===== src/rtl/pgl_pkg.sv =====
package pgl_pkg;

    // One action per instruction cycle, listed from lowest to highest priority
    typedef enum logic [1:0] {
        ACT_INC = 2'd0,
        ACT_LOW = 2'd1,
        ACT_JMP = 2'd2,
        ACT_CLR = 2'd3
    } pc_act_e;

endpackage


===== src/rtl/pgl_arbiter.sv =====
module pgl_arbiter
    import pgl_pkg::*;
(
    input  logic    clr,
    input  logic    lo_wr,
    input  logic    jmp,
    output pc_act_e act
);

    // Fixed priority: clear, then jump, then low-byte load, else step
    always_comb begin
        if (clr) begin
            act = ACT_CLR;
        end else if (jmp) begin
            act = ACT_JMP;
        end else if (lo_wr) begin
            act = ACT_LOW;
        end else begin
            act = ACT_INC;
        end
    end

    always_comb begin
        if (jmp && !clr) begin
            assert (act == ACT_JMP) else $error("AST_JMP_OVER_LOW");
        end
    end

endmodule


===== src/rtl/pgl_latch.sv =====
module pgl_latch #(
    parameter int LAT_W = 5
) (
    input  logic             clk,
    input  logic             rst_n,
    input  logic             we,
    input  logic [LAT_W-1:0] din,
    output logic [LAT_W-1:0] q
);

    typedef struct packed {
        logic [LAT_W-1:0] val;
    } lat_state_t;

    lat_state_t st_d, st_q;

    always_comb begin
        st_d = st_q;
        if (we) begin
            st_d.val = din;
        end
    end

    always_ff @(posedge clk) begin
        if (!rst_n) begin
            st_q <= '0;
        end else begin
            st_q <= st_d;
        end
    end

    assign q = st_q.val;

    AST_LAT_HOLD: assert property (@(posedge clk) disable iff (!rst_n)
        ($past(rst_n) && !$past(we)) |-> $stable(q));

    AST_LAT_LOAD: assert property (@(posedge clk) disable iff (!rst_n)
        ($past(rst_n) && $past(we)) |-> (q == $past(din)));

endmodule


===== src/rtl/pgl_nextpc.sv =====
module pgl_nextpc
    import pgl_pkg::*;
#(
    parameter int PC_W  = 13,
    parameter int LO_W  = 8,
    parameter int LIT_W = 11
) (
    input  pc_act_e               act,
    input  logic [PC_W-1:0]       pc_cur,
    input  logic [PC_W-LO_W-1:0]  lat,
    input  logic                  lo_add,
    input  logic [LO_W-1:0]       lo_data,
    input  logic [LIT_W-1:0]      tgt,
    output logic [PC_W-1:0]       pc_nxt
);

    localparam int HI_W  = PC_W - LO_W;
    localparam int JHI_W = PC_W - LIT_W;

    logic [PC_W-1:0] inc_pc;
    logic [PC_W-1:0] low_pc;
    logic [PC_W-1:0] jmp_pc;
    logic [LO_W-1:0] low_byte;

    // Plain step: full-width add, wraps at the top of the address space
    assign inc_pc = pc_cur + PC_W'(1);

    // Low-byte load: the sum is truncated to LO_W, so it never carries into the page
    always_comb begin
        if (lo_add) begin
            low_byte = LO_W'(pc_cur[LO_W-1:0] + lo_data);
        end else begin
            low_byte = lo_data;
        end
    end

    assign low_pc = {lat[HI_W-1:0], low_byte};

    // Jump: the literal covers the low LIT_W bits; top latch bits fill the rest
    generate
        if (JHI_W > 0) begin : g_paged_jmp
            assign jmp_pc = {lat[HI_W-1 -: JHI_W], tgt};
        end else begin : g_flat_jmp
            assign jmp_pc = tgt[PC_W-1:0];
        end
    endgenerate

    always_comb begin
        unique case (act)
            ACT_CLR: pc_nxt = '0;
            ACT_JMP: pc_nxt = jmp_pc;
            ACT_LOW: pc_nxt = low_pc;
            default: pc_nxt = inc_pc;
        endcase
    end

endmodule


===== src/rtl/pgpc_loader.sv =====
module pgpc_loader
    import pgl_pkg::*;
#(
    parameter int PC_W  = 13,
    parameter int LO_W  = 8,
    parameter int LIT_W = 11
) (
    input  logic                 clk,
    input  logic                 rst_n,
    input  logic                 clr,
    input  logic                 lo_wr,
    input  logic                 lo_add,
    input  logic [LO_W-1:0]      lo_data,
    input  logic                 jmp,
    input  logic [LIT_W-1:0]     jmp_tgt,
    input  logic                 lat_we,
    input  logic [PC_W-LO_W-1:0] lat_din,
    output logic [PC_W-1:0]      pc,
    output logic [PC_W-LO_W-1:0] lat_q
);

    localparam int HI_W  = PC_W - LO_W;
    localparam int JHI_W = PC_W - LIT_W;

    typedef struct packed {
        logic [PC_W-1:0] pc;
    } pc_state_t;

    pc_state_t       st_d, st_q;
    pc_act_e         act;
    logic [HI_W-1:0] lat_w;
    logic [PC_W-1:0] pc_nxt;

    pgl_arbiter u_arb (
        .clr   (clr),
        .lo_wr (lo_wr),
        .jmp   (jmp),
        .act   (act)
    );

    pgl_latch #(.LAT_W(HI_W)) u_lat (
        .clk   (clk),
        .rst_n (rst_n),
        .we    (lat_we),
        .din   (lat_din),
        .q     (lat_w)
    );

    pgl_nextpc #(.PC_W(PC_W), .LO_W(LO_W), .LIT_W(LIT_W)) u_nxt (
        .act     (act),
        .pc_cur  (st_q.pc),
        .lat     (lat_w),
        .lo_add  (lo_add),
        .lo_data (lo_data),
        .tgt     (jmp_tgt),
        .pc_nxt  (pc_nxt)
    );

    always_comb begin
        st_d    = st_q;
        st_d.pc = pc_nxt;
    end

    always_ff @(posedge clk) begin
        if (!rst_n) begin
            st_q <= '0;
        end else begin
            st_q <= st_d;
        end
    end

    assign pc    = st_q.pc;
    assign lat_q = lat_w;

    AST_CLR_ZERO: assert property (@(posedge clk) disable iff (!rst_n)
        ($past(rst_n) && $past(clr)) |-> (pc == '0));

    AST_STEP_ONE: assert property (@(posedge clk) disable iff (!rst_n)
        ($past(rst_n) && !$past(clr) && !$past(jmp) && !$past(lo_wr))
        |-> (pc == PC_W'($past(pc) + 1)));

    AST_LOW_PAGE: assert property (@(posedge clk) disable iff (!rst_n)
        ($past(rst_n) && !$past(clr) && !$past(jmp) && $past(lo_wr))
        |-> (pc[PC_W-1:LO_W] == $past(lat_q)));

    AST_LOW_STORE: assert property (@(posedge clk) disable iff (!rst_n)
        ($past(rst_n) && !$past(clr) && !$past(jmp) && $past(lo_wr) && !$past(lo_add))
        |-> (pc[LO_W-1:0] == $past(lo_data)));

    AST_LOW_ADD_WRAP: assert property (@(posedge clk) disable iff (!rst_n)
        ($past(rst_n) && !$past(clr) && !$past(jmp) && $past(lo_wr) && $past(lo_add))
        |-> (pc[LO_W-1:0] == LO_W'($past(pc[LO_W-1:0]) + $past(lo_data))));

    AST_JMP_TARGET: assert property (@(posedge clk) disable iff (!rst_n)
        ($past(rst_n) && !$past(clr) && $past(jmp))
        |-> (pc[LIT_W-1:0] == $past(jmp_tgt)));

    AST_JMP_PAGE: assert property (@(posedge clk) disable iff (!rst_n)
        ($past(rst_n) && !$past(clr) && $past(jmp))
        |-> (pc[PC_W-1:LIT_W] == $past(lat_q[HI_W-1 -: JHI_W])));

endmodule


===== config.mk =====
export PLATFORM = sky130hd
export DESIGN_NAME = pgpc_loader
export DESIGN_NICKNAME = d
export VERILOG_FILES = /design/src/rtl/pgl_pkg.sv /design/src/rtl/pgl_arbiter.sv /design/src/rtl/pgl_latch.sv /design/src/rtl/pgl_nextpc.sv /design/src/rtl/pgpc_loader.sv
export SDC_FILE = /design/constraint.sdc
export NUM_CORES = 1
export LEC_CHECK = 0
export BUFFER_PORTS_ARGS = -buffer_cell sky130_fd_sc_hd__buf_2
export CORE_AREA = 2 2 73 75
export CTS_BUF_LIST = sky130_fd_sc_hd__clkbuf_4 sky130_fd_sc_hd__clkbuf_8
export DETAILED_ROUTE_END_ITERATION = 16
export DIE_AREA = 0 0 75 77
export PLACE_DENSITY_LB_ADDON = 0.1
export SLEW_MARGIN = 10
export SYNTH_ARGS = -nofsm -noshare
export SYNTH_HDL_FRONTEND = slang
export SYNTH_SLANG_ARGS = --single-unit

===== constraint.sdc =====
create_clock -name clk -period 2.8 [get_ports clk]
set_clock_uncertainty 0.1 [all_clocks]
set_input_delay 0.28 -clock clk [delete_from_list [all_inputs] [get_ports clk]]
set_output_delay 0.28 -clock clk [all_outputs]
set_load 0.005 [all_outputs]

==> impl_metrics.env <==
export IMPL_synth_edff_count=0
export IMPL_drt_iter0_drc=62
export IMPL_setup_viol=0
export IMPL_grt_overflow=0
export IMPL_hold_viol=0
export IMPL_cp_slowest_cell="dfxtp_1"
export IMPL_avgSynthCellArea_um2=8.313
export IMPL_p_int_w=0.0004692
export IMPL_rsz0062_at_grt="false"
export IMPL_max_stage_delay_ns=0.43
export IMPL_routed_wl_um=3996
export IMPL_irDropWorstVdd_v=0.0002107
export IMPL_switching_share_pct=29.15
export IMPL_diodes=0
export IMPL_cts_tree="yes"
export IMPL_reg2reg_slack_ns=0.70
export IMPL_drt_first_pass_iters=4
export IMPL_r2r_end="pc[6]"
export IMPL_synthArstFlopShare_pct=0
export IMPL_syn_area_um2=1355
export IMPL_synth_seq_cells=18
export IMPL_path_clk_slew_ns=0.07
export IMPL_dp_slack_ns=0.7197
export IMPL_syn_nets=203
export IMPL_pwr_share_seq_pct=43.6
export IMPL_std_cell_rows=26
export IMPL_critPathMaxFanout=7
export IMPL_antenna_found_initial=0
export IMPL_startpoint="pc[0]"
export IMPL_ys_flop_type="dfxtp_1"
export IMPL_ys_seq_area_share_pct=26.59
export IMPL_grt_usage_pct=14.55
export IMPL_worstMarginPinSlew_ns=0.7278
export IMPL_critical_path_cell_chain="ha_1 -> inv_1 -> fa_1 -> nor2b_1 -> o31a_1 -> o21ai_0 -> a211oi_1 -> nor3_1"
export IMPL_crit_required_ns=2.84
export IMPL_outcome="finished clean"
export IMPL_p_switching_w=0.0001930
export IMPL_finalPower_w=0.0006622
export IMPL_design_core_area_um2=4977
export IMPL_wire_per_inst_um=14.32
export IMPL_yosysTopAreaCell="dfxtp_1"
export IMPL_io_pins=49
export IMPL_num_vias=1347
export IMPL_comb_power_share_pct=23.5
export IMPL_finalCritPeriodShare_pct=75.03
export IMPL_drc_errors=0
export IMPL_cap_violations=0
export IMPL_start_kind="flip-flop"
export IMPL_initial_core_util_pct=27.22
export IMPL_dp_hpwl_um=3228
export IMPL_synthDistinctLibCells=45
export IMPL_clock_root_buffer="clkbuf_8"
export IMPL_finalMaxSlewViolations=0
export IMPL_port_buffers=48
export IMPL_power_density_nw_per_um2=387.1
export IMPL_h_tree_depth=1
export IMPL_grt_pass1_vias=1333
export IMPL_area_delta_synth_final_pct=26.22
export IMPL_drive_above_1_share_pct=28.23
export IMPL_grt_first_pass_wirelength_um=6437
export IMPL_yosysWarnings=0
export IMPL_leakage_nw=0.7468
export IMPL_final_antenna_net_count=0
export IMPL_reg2reg_from="pc[0]"
export IMPL_setup_ws_ns=0.6991
export IMPL_layout_common_cells="48 x buf_2, 18 x dfxtp_1, 13 x nor2b_1"
export IMPL_nets=250
export IMPL_final_setup_tns_ns=0
export IMPL_fmaxAchievable_mhz=476.0
export IMPL_endpoint_kind="flip-flop"
export IMPL_netlist_top_cells_area="dfxtp_1 27%, ha_1 7.4%, nor2b_1 6.0%"
export IMPL_grt_max_degree=17
export IMPL_fin_crit_ns=2.101
export IMPL_slew_headroom_pct=51.11
export IMPL_worst_r2r_path_depth=8
export IMPL_critical_path_class="flip-flop to flip-flop"
export IMPL_clock_path_buffers=2
export IMPL_crit_arrival_ns=2.14
export IMPL_synth_top_cell_area_share_pct=26.59
export IMPL_numCtsBuffers=3
export IMPL_clkPwrFrac_pct=32.8
export IMPL_place_congestion=0.7793
export IMPL_hold_path_class="input pin to flip-flop"
export IMPL_fp_dieH_um=77
export IMPL_cts_resized=0
export IMPL_clk_latency_ns=0.25
export IMPL_avgViaCountPerCell=4.828
export IMPL_clock_sinks=18
export IMPL_cts_setup_buffers=0
export IMPL_hold_buffers=0
export IMPL_die_area_um2=5775
export IMPL_die_w_um=75
export IMPL_final_common_cell="buf_2"
export IMPL_crit_end="pc[6]"
export IMPL_synth_cells=163
synthesized netlist by cell type (2+ instances only):
master	instances
a21oi_1	5
o22ai_1	3
a222oi_1	3
mux2i_1	6
nand2_1	11
inv_1	8
clkbuf_1	2
dfxtp_1	18
nand3_1	2
nand4_1	3
buf_2	3
nor2b_1	13
xnor2_1	7
a21o_1	2
ha_1	8
a31oi_1	2
o21ai_0	12
nor3_1	8
xor2_1	6
a211oi_1	5
nor2_1	11
o21a_1	2
worst max-delay path: cells and delay by family, from the launching register on:
| family | cells | cell delay (ns) |
|---|---|---|
| AO/OA/AOI/OAI | 3 | 0.55 |
| adder cells (fa/ha/maj) | 2 | 0.58 |
| buffers and inverters | 1 | 0.05 |
| flip-flops | 1 | 0.43 |
| AND/OR/NAND/NOR | 2 | 0.27 |
metrics by stage:
| stage | std cells | utilization [%] | area [um^2] | hold slack, ns |
|---|---|---|---|---|
| after floorplan | 163 | - | 1355 | 0.3058 |
| after global placement | 275 | 33.26 | 1655 | 0.4165 |
| after detailed placement | 275 | 33.26 | 1655 | 0.4190 |
| after CTS | 279 | 34.36 | 1710 | 0.1679 |
| after global routing | 279 | 34.36 | 1710 | 0.1886 |
| final | 279 | 34.36 | 1710 | 0.1759 |
area by class of cell:
cell class	count	area (um^2)
Inverter	8	30.03
Multi-Input combinational cell	131	937.1
Fill cell	534	3267
Sequential cell	18	360.3
Tap cell	70	87.58
Timing Repair Buffer	48	240.2
Clock buffer	4	55.05
state kept, by name, summed over array words and instances (netlist names):
| register | cells |
|---|---|
| pc | 13 |
| u_lat.q | 5 |
cell families after synthesis:
| group | Yosys count | share of synthesized area, % |
|---|---|---|
| muxes | 6 | 4.432 |
| AOI/OAI and AO/OA | 44 | 22.35 |
| DFF | 18 | 26.59 |
| adders and majority gates | 9 | 8.865 |
| buffers and inverters | 14 | 4.247 |
| xor gates and xnor gates | 13 | 8.403 |
| and+or+nand+nor | 59 | 25.12 |
worst min path at each step:
stage                     startpoint  endpoint  slack [ns]  cells past startpoint
after CTS                 jmp_tgt[1]     pc[1]        0.17                      3
after floorplan                rst_n     pc[7]        0.31                      1
after detailed placement  u_lat.q[4]    pc[12]        0.42                      2
after global placement    u_lat.q[4]    pc[12]        0.42                      2
final                     jmp_tgt[0]     pc[0]        0.18                      3
after global routing      jmp_tgt[0]     pc[0]        0.19                      3
metal layers:
layer,track usage (%),wire length [um]
met5,0,0
met1,20.10,1885
met2,22.72,1838
met3,4.468,251
met4,1.786,21
power groups by stage:
stage               registers (W)  clock network [W]   logic, W
floorplan                0.000292                  0  0.0000970
global placement         0.000294                  0   0.000155
detailed placement       0.000295                  0   0.000156
CTS                      0.000289           0.000227   0.000157
global route             0.000292           0.000238   0.000175
finish                   0.000289           0.000217   0.000156
Note: power is estimated with default switching activity, not from simulation.
